$ cat config.mk
export PLATFORM = sky130hd
export DESIGN_NAME = hto_rand_bit
export DESIGN_NICKNAME = d
export VERILOG_FILES = /design/src/rtl/hto_pkg.sv /design/src/rtl/hto_restart_qual.sv /design/src/rtl/hto_lfsr_step.sv /design/src/rtl/hto_rand_bit.sv
export SDC_FILE = /design/constraint.sdc
export NUM_CORES = 1
export LEC_CHECK = 0
export BUFFER_PORTS_ARGS = -buffer_cell sky130_fd_sc_hd__buf_2
export CORE_ASPECT_RATIO = 1.1
export CORE_MARGIN = 10
export CORE_UTILIZATION = 45
export CTS_CLUSTER_SIZE = 25
export DETAILED_ROUTE_END_ITERATION = 10
export PLACE_DENSITY_LB_ADDON = 0.05
export SLEW_MARGIN = 40
export SYNTH_ARGS = -nofsm -noshare
export SYNTH_HDL_FRONTEND = slang
export SYNTH_HIERARCHICAL = 1
export SYNTH_SLANG_ARGS = --single-unit
$ cat constraint.sdc
create_clock -name clk_i -period 2.3 [get_ports clk_i]
set_clock_uncertainty 0.1 [all_clocks]
set_input_delay 0.345 -clock clk_i [delete_from_list [all_inputs] [get_ports clk_i]]
set_output_delay 0.345 -clock clk_i [all_outputs]
set_load 0.01 [all_outputs]
$ cat src/rtl/hto_pkg.sv
package hto_pkg;

    localparam int unsigned DEF_WIDTH = 10;
    localparam int unsigned DEF_TAP   = 3;

    typedef enum logic [1:0] {
        ACT_HOLD = 2'd0,
        ACT_STEP = 2'd1,
        ACT_SEED = 2'd2
    } act_e;

endpackage

$ cat src/rtl/hto_restart_qual.sv
module hto_restart_qual
    import hto_pkg::*;
(
    input  logic clk_i,
    input  logic rst_ni,
    input  logic adv_i,
    input  logic ret_wr_i,
    input  logic in_isr_i,
    input  logic rand_lock_i,
    output act_e act_o
);

    logic restart_ok;

    always_comb begin
        restart_ok = ret_wr_i && !in_isr_i && !rand_lock_i;
        if (restart_ok) begin
            act_o = ACT_SEED;
        end else if (adv_i) begin
            act_o = ACT_STEP;
        end else begin
            act_o = ACT_HOLD;
        end
    end

    AST_ISR_NO_SEED: assert property (@(posedge clk_i) disable iff (!rst_ni)
        in_isr_i |-> act_o != ACT_SEED);
    AST_LOCK_NO_SEED: assert property (@(posedge clk_i) disable iff (!rst_ni)
        rand_lock_i |-> act_o != ACT_SEED);

endmodule

$ cat src/rtl/hto_lfsr_step.sv
module hto_lfsr_step #(
    parameter int unsigned WIDTH = hto_pkg::DEF_WIDTH,
    parameter int unsigned TAP   = hto_pkg::DEF_TAP
) (
    input  logic [WIDTH-1:0] cur_i,
    output logic [WIDTH-1:0] nxt_o
);

    localparam int unsigned TOP = WIDTH - 1;

    initial begin
        if (TAP == 0 || TAP >= WIDTH) begin
            $error("hto_lfsr_step: TAP must lie between 1 and WIDTH-1");
        end
    end

    logic feedback;

    always_comb begin
        feedback = cur_i[0] ^ cur_i[TAP];
        nxt_o    = {feedback, cur_i[TOP:1]};
    end

endmodule

$ cat src/rtl/hto_rand_bit.sv
module hto_rand_bit
    import hto_pkg::*;
#(
    parameter int unsigned WIDTH = DEF_WIDTH,
    parameter int unsigned TAP   = DEF_TAP
) (
    input  logic clk_i,
    input  logic rst_ni,
    input  logic adv_i,
    input  logic ret_wr_i,
    input  logic in_isr_i,
    input  logic rand_lock_i,
    output logic rnd_bit_o
);

    localparam logic [WIDTH-1:0] SEED = {WIDTH{1'b1}};
    localparam int unsigned      TOP  = WIDTH - 1;

    typedef struct packed {
        logic [WIDTH-1:0] sreg;
    } gen_state_t;

    gen_state_t       st_d, st_q;
    act_e             act;
    logic [WIDTH-1:0] stepped;

    hto_restart_qual u_qual (
        .clk_i       (clk_i),
        .rst_ni      (rst_ni),
        .adv_i       (adv_i),
        .ret_wr_i    (ret_wr_i),
        .in_isr_i    (in_isr_i),
        .rand_lock_i (rand_lock_i),
        .act_o       (act)
    );

    hto_lfsr_step #(
        .WIDTH (WIDTH),
        .TAP   (TAP)
    ) u_step (
        .cur_i (st_q.sreg),
        .nxt_o (stepped)
    );

    always_comb begin
        st_d = st_q;
        unique case (act)
            ACT_SEED: st_d.sreg = SEED;
            ACT_STEP: st_d.sreg = stepped;
            default:  st_d      = st_q;
        endcase
    end

    always_ff @(posedge clk_i or negedge rst_ni) begin
        if (!rst_ni) begin
            st_q.sreg <= SEED;
        end else begin
            st_q <= st_d;
        end
    end

    assign rnd_bit_o = st_q.sreg[0];

    AST_SEED_LOAD: assert property (@(posedge clk_i) disable iff (!rst_ni)
        (ret_wr_i && !in_isr_i && !rand_lock_i) |=> st_q.sreg == SEED);
    AST_SEED_BEATS_ADV: assert property (@(posedge clk_i) disable iff (!rst_ni)
        (adv_i && ret_wr_i && !in_isr_i && !rand_lock_i) |=> rnd_bit_o);
    AST_IDLE_HOLD: assert property (@(posedge clk_i) disable iff (!rst_ni)
        (!adv_i && !(ret_wr_i && !in_isr_i && !rand_lock_i)) |=> $stable(st_q.sreg));
    AST_ADV_SHIFT: assert property (@(posedge clk_i) disable iff (!rst_ni)
        (adv_i && !(ret_wr_i && !in_isr_i && !rand_lock_i))
        |=> st_q.sreg[TOP-1:0] == $past(st_q.sreg[TOP:1]));
    AST_NEVER_ZERO: assert property (@(posedge clk_i) disable iff (!rst_ni)
        st_q.sreg != '0);

endmodule

**Word level (Yosys, flattened, before mapping)**

Cells that the tools add are included.

- Register bits: 10
- Bits of input ports: 6
- Output and inout port bits: 1
- Word-level logic and storage cells: 12

- Eq/ne operators: 2
- Multiplexer cells: 3
- Bitwise operators: 1
- Reductions and logical operators: 5

Operators with widths:

| cell | count |
|---|---|
| one-hot mux 10 bit (2 select lines) | 1 |
| == test 2 x 1 -> 1 bit (second input constant) | 1 |
| == test 2 bit (second input constant) | 1 |
| logical AND 1 bit | 2 |
| zero test 1 bit | 2 |
| two-way mux 2 bit | 1 |
| nonzero test 2 bit | 1 |
| two-way mux 1 bit | 1 |
| XOR 1 bit | 1 |

**Logic depth before layout (Yosys ltp)**

- Word-level depth: 6
- Gate-level depth with buffers: 7
- Depth with buffers taken out: 5

**Cells and area by module**

The synthesis kept the hierarchy.

Modules (own cells, without submodules):

| module | instances | cells an instance | area each (sq um) | seq. area each (sq um) |
|---|---|---|---|---|
| hto_rand_bit | 1 | 44 | 545.5 | 262.8 |
| hto_lfsr_step | 1 | 11 | 83.8 | 0.0 |
| hto_restart_qual | 1 | 3 | 26.3 | 0.0 |

**Least setup slack after synthesis**

Ideal clock, no wire load.

- Path kind: input port to flip-flop
- Start point: input in_isr_i
- End point: register st_q[8] (netlist bit)
- Setup time: 0.085 ns
- Arrival time: 1.325 ns
- Data required time: 2.115 ns
- Slack: 0.789 ns
- Stages on the path: 7
- Path buffers: 2
- Path through: nor3b_2 buf_4 inv_1 ha_1 buf_6 nor3b_2 a21oi_2

- Cells in the longest elaborated chain, start to end: 6
- Elaborated cells on any way between the ends: 8
- Those cells by class: 2 x eq/ne; 2 x mux; 4 x reduce/logical

RTL lines:

| element | line | text |
|---|---|---|
| from (decl) | hto_rand_bit.sv:11 | `input logic in_isr_i,` |
| zero test 1 bit (*) | hto_restart_qual.sv:16 | `restart_ok = ret_wr_i && !in_isr_i && !rand_lock_i;` |
| logical AND 1 bit (*) (2 in a row) | hto_restart_qual.sv:16 |  |
| two-way mux 2 bit (*) | hto_restart_qual.sv:17 | `if (restart_ok) begin` |
| net act[1] | hto_rand_bit.sv:24 | `act_e act;` |
| == test 2 x 1 -> 1 bit or == test 2 bit (tied branches) | hto_rand_bit.sv:47 | `unique case (act)` |
| one-hot mux 10 bit (2 select lines) or nonzero test 2 bit (tied branches) | n/a |  |
| to (signal assigned) | hto_rand_bit.sv:58 | `st_q <= st_d;` |
| to (decl) | hto_rand_bit.sv:23 | `gen_state_t st_d, st_q;` |

The timed path passes the listed nets; every way through them passes the cells marked *.
A chain may end at the register's enable or synchronous reset.

**Final worst setup path**

Ends and elaborated chain as after synthesis.

==> summary.txt <==
Status
  • Status: completed

Detailed routing
  • # DRC: 0
  • Via density: 4.63
  • Pre-antenna DRT Iters: 1
  • Starting DRT DRC Count: 0
  • WL final: 840 um
  • Post-DR wirelength/cell: 11.8 um
  • Vias: 329
  • ANT nets after route: 0

Logic synthesis
  • Sequential area share after synthesis: 40.1%
  • EDFF count, synth: 0
  • Synth area leaders: dfstp_2, nor3b_2, a21oi_2, buf_4, inv_1
  • Top_reg_cell synth: dfstp_2
  • Post-synthesis net count: 65
  • Async S/R FF share, synth: 100%
  • Yosys top cell area share: 40.1%
  • Mapped Area: 656 um^2
  • Yosys top cell by area: dfstp_2
  • Syn_area_per_cell: 11.3 um^2
  • Yosys warns: 6
  • FF+latch count, synth: 10
  • Post-Syn Instances: 58
  • Synth top cells by count: buf_4, inv_1, nor3b_2, a21oi_2, dfstp_2
  • Yosys cell types: 10

Placement
  • Port bufs: 6
  • Placer Congestion: 0.638
  • Cells after DPL: 68
  • Hpwl dp: 657 um

Power
  • PwrDens: 563 mW/mm^2
  • Combinational share of power: 14.2%
  • Psw: 0.0879 mW
  • Peak supply drop: 291 uV
  • Clock share of power: 31.2%
  • Leak pwr: 0.295 nW
  • Pint: 0.270 mW
  • Sequential fraction of design power: 54.5%
  • Switching fraction of total power: 24.5%

Finish
  • Share of layout cells above drive strength 1: 74.5%
  • ANT cells: 0
  • P&R area growth vs syn: -2.86%
  • Fill count: 133
  • Max FFs per register: 10
  • Nets@finish: 64
  • Largest registers: st_q x10
  • Multi-input gate area: 253 um^2
  • Largest reg by FF count: st_q
  • Finished Layout Cells: 71
  • Storage cell area: 263 um^2

Timing
  • Worst slew pin tran: 303 ps
  • Hold violation count in the final report: 0
  • Tcrit/Tclk final: 61.6%
  • RSZ-0062 raised after global routing: no
  • FMAX: 706 MHz
  • Slew Viols, Final: 0
  • Rel. slew slack: 79.8%
  • Final setup viols: 0
  • Setup TNS: 0 ps
  • Minimum clock period: 1420 ps

GRT
  • Vias in the first global route: 349
  • Largest net degree at the start of global routing: 21
  • Global Route Usage Sum: 5.30%
  • First-pass GRT wire length: 1440 um
  • Antenna violations before repair: 0
  • Grt total ovfl: 0

Worst setup path
  • Crit path capture type: flip-flop
  • Slowest CP cell: ha_1
  • Crit path max-delay family: simple AND/OR/NAND/NOR gates
  • Required time of the critical path: 2370 ps
  • Most frequent cell on the critical path: nor3b_2
  • Critical Setup Path Class: in2reg
  • CP Cell Sequence: buf_2, nor3b_2, nor2b_1, ha_1, buf_4, nor3b_2, a21oi_2
  • Max FO, Critical Path: 20
  • R2R Path Start: st_q[3]
  • Reg2reg path depth: 3
  • Reg-to-reg slack, setup: 1210 ps
  • RR Endpoint: st_q[9]
  • Critical path arrival: 1490 ps
  • CP Launch Type: input pin
  • Worst Path Buf+Inv: 2
  • Worst path max stage delay: 290 ps

CTS
  • Setup bufs post-CTS: 0
  • Clock Path Buffers: 2
  • H-Tree Depth: 1
  • PostCTS Resize Cnt: 0
  • Root Buffer: clkbuf_4
  • Num Clock Sinks: 10
  • Clk slew on worst S/H paths: 60 ps
  • Total CTS buffers: 3
  • CTS tree: yes
  • Hold buffers post-CTS: 0
  • Worst skew pair latency: 250 ps

Die
  • Die X-Extent: 56.4 um
  • Starting Density: 48.0%
  • I/O Pins: 7
  • Placement Rows: 14
  • Die ar.: 0.00339 mm^2
  • Die Height: 60.0 um
  • Core box area: 0.00137 mm^2

Flow run
  • Max cap viols: 0

Min path
  • Worst hold path class: in2async
==> logic make-up after synthesis <==
group | after synthesis | share of synthesized area, %
flops | 10 | 40.1
compound gates | 10 | 13.4
xor+xnor | 1 | 1.34
simple gates | 12 | 21.9
fa+ha+maj | 1 | 1.91
buf+inv | 24 | 21.4
==> area by class of cell <==
cell class                 instances  share of cell area [%]
clock buffer                       3                    3.54
multi-input combinational         24                    39.7
sequential                        10                    41.3
tap                               16                    3.14
timing repair buffer               7                    5.89
inverter                          11                    6.48
==> layer usage <==
metal  up-vias  GRT usage [%]  part of all wire (%)
li1        169              -                     -
met1       156           6.16                    49
met2         4           8.24                    49
met3         0           1.91                   2.5
met4         0           3.09                     0
met5         -              0                     0
==> worst max path at each step <==
stage | from | endpoint | slack [ps] | cells after the start
2_1_floorplan | in_isr_i | st_q[8] | 790 | 7
3_3_place_gp | in_isr_i | st_q[7] | 640 | 7
3_5_place_dp | in_isr_i | st_q[8] | 620 | 7
4_1_cts | in_isr_i | st_q[8] | 890 | 7
5_1_grt | in_isr_i | st_q[9] | 820 | 7
6_report | in_isr_i | st_q[8] | 880 | 7
==> metrics by stage <==
stage	cell area, um^2	power (mW)	utilization, %	hold slack, ps	setup WS [ps]
2_1_floorplan	656	0.250	-	97.2	789
3_3_place_gp	614	0.247	45.0	332	644
5_1_grt	637	0.379	46.6	83.0	819
6_report	637	0.358	46.6	67.9	884
3_5_place_dp	614	0.250	45.0	354	617
4_1_cts	637	0.363	46.6	71.5	886
==> cells in the final DEF (no fill, tap or decap), drive strengths merged <==
| master | netlist | routed |
|---|---|---|
| a21oi | 10 | 10 |
| buf | 13 | 7 |
| clkbuf | 0 | 3 |
| dfstp | 10 | 10 |
| ha | 1 | 1 |
| inv | 11 | 11 |
| nor2b | 1 | 1 |
| nor3b | 11 | 11 |
| xor2 | 1 | 1 |
==> worst register-to-register path: stages (launching register included) <==
cell and delay (ps):
dfstp_2 550, xor2_1 190, nor3b_2 80, a21oi_2 110
==> power by group through the flow <==
stage / sequential, mW / combinational (mW) / clock, mW
6_report: 0.195 / 0.0509 / 0.112
2_1_floorplan: 0.195 / 0.0545 / 0
3_3_place_gp: 0.197 / 0.0499 / 0
3_5_place_dp: 0.198 / 0.0515 / 0
4_1_cts: 0.196 / 0.0518 / 0.116
5_1_grt: 0.196 / 0.0567 / 0.126
(Power assumes the default switching activity.)
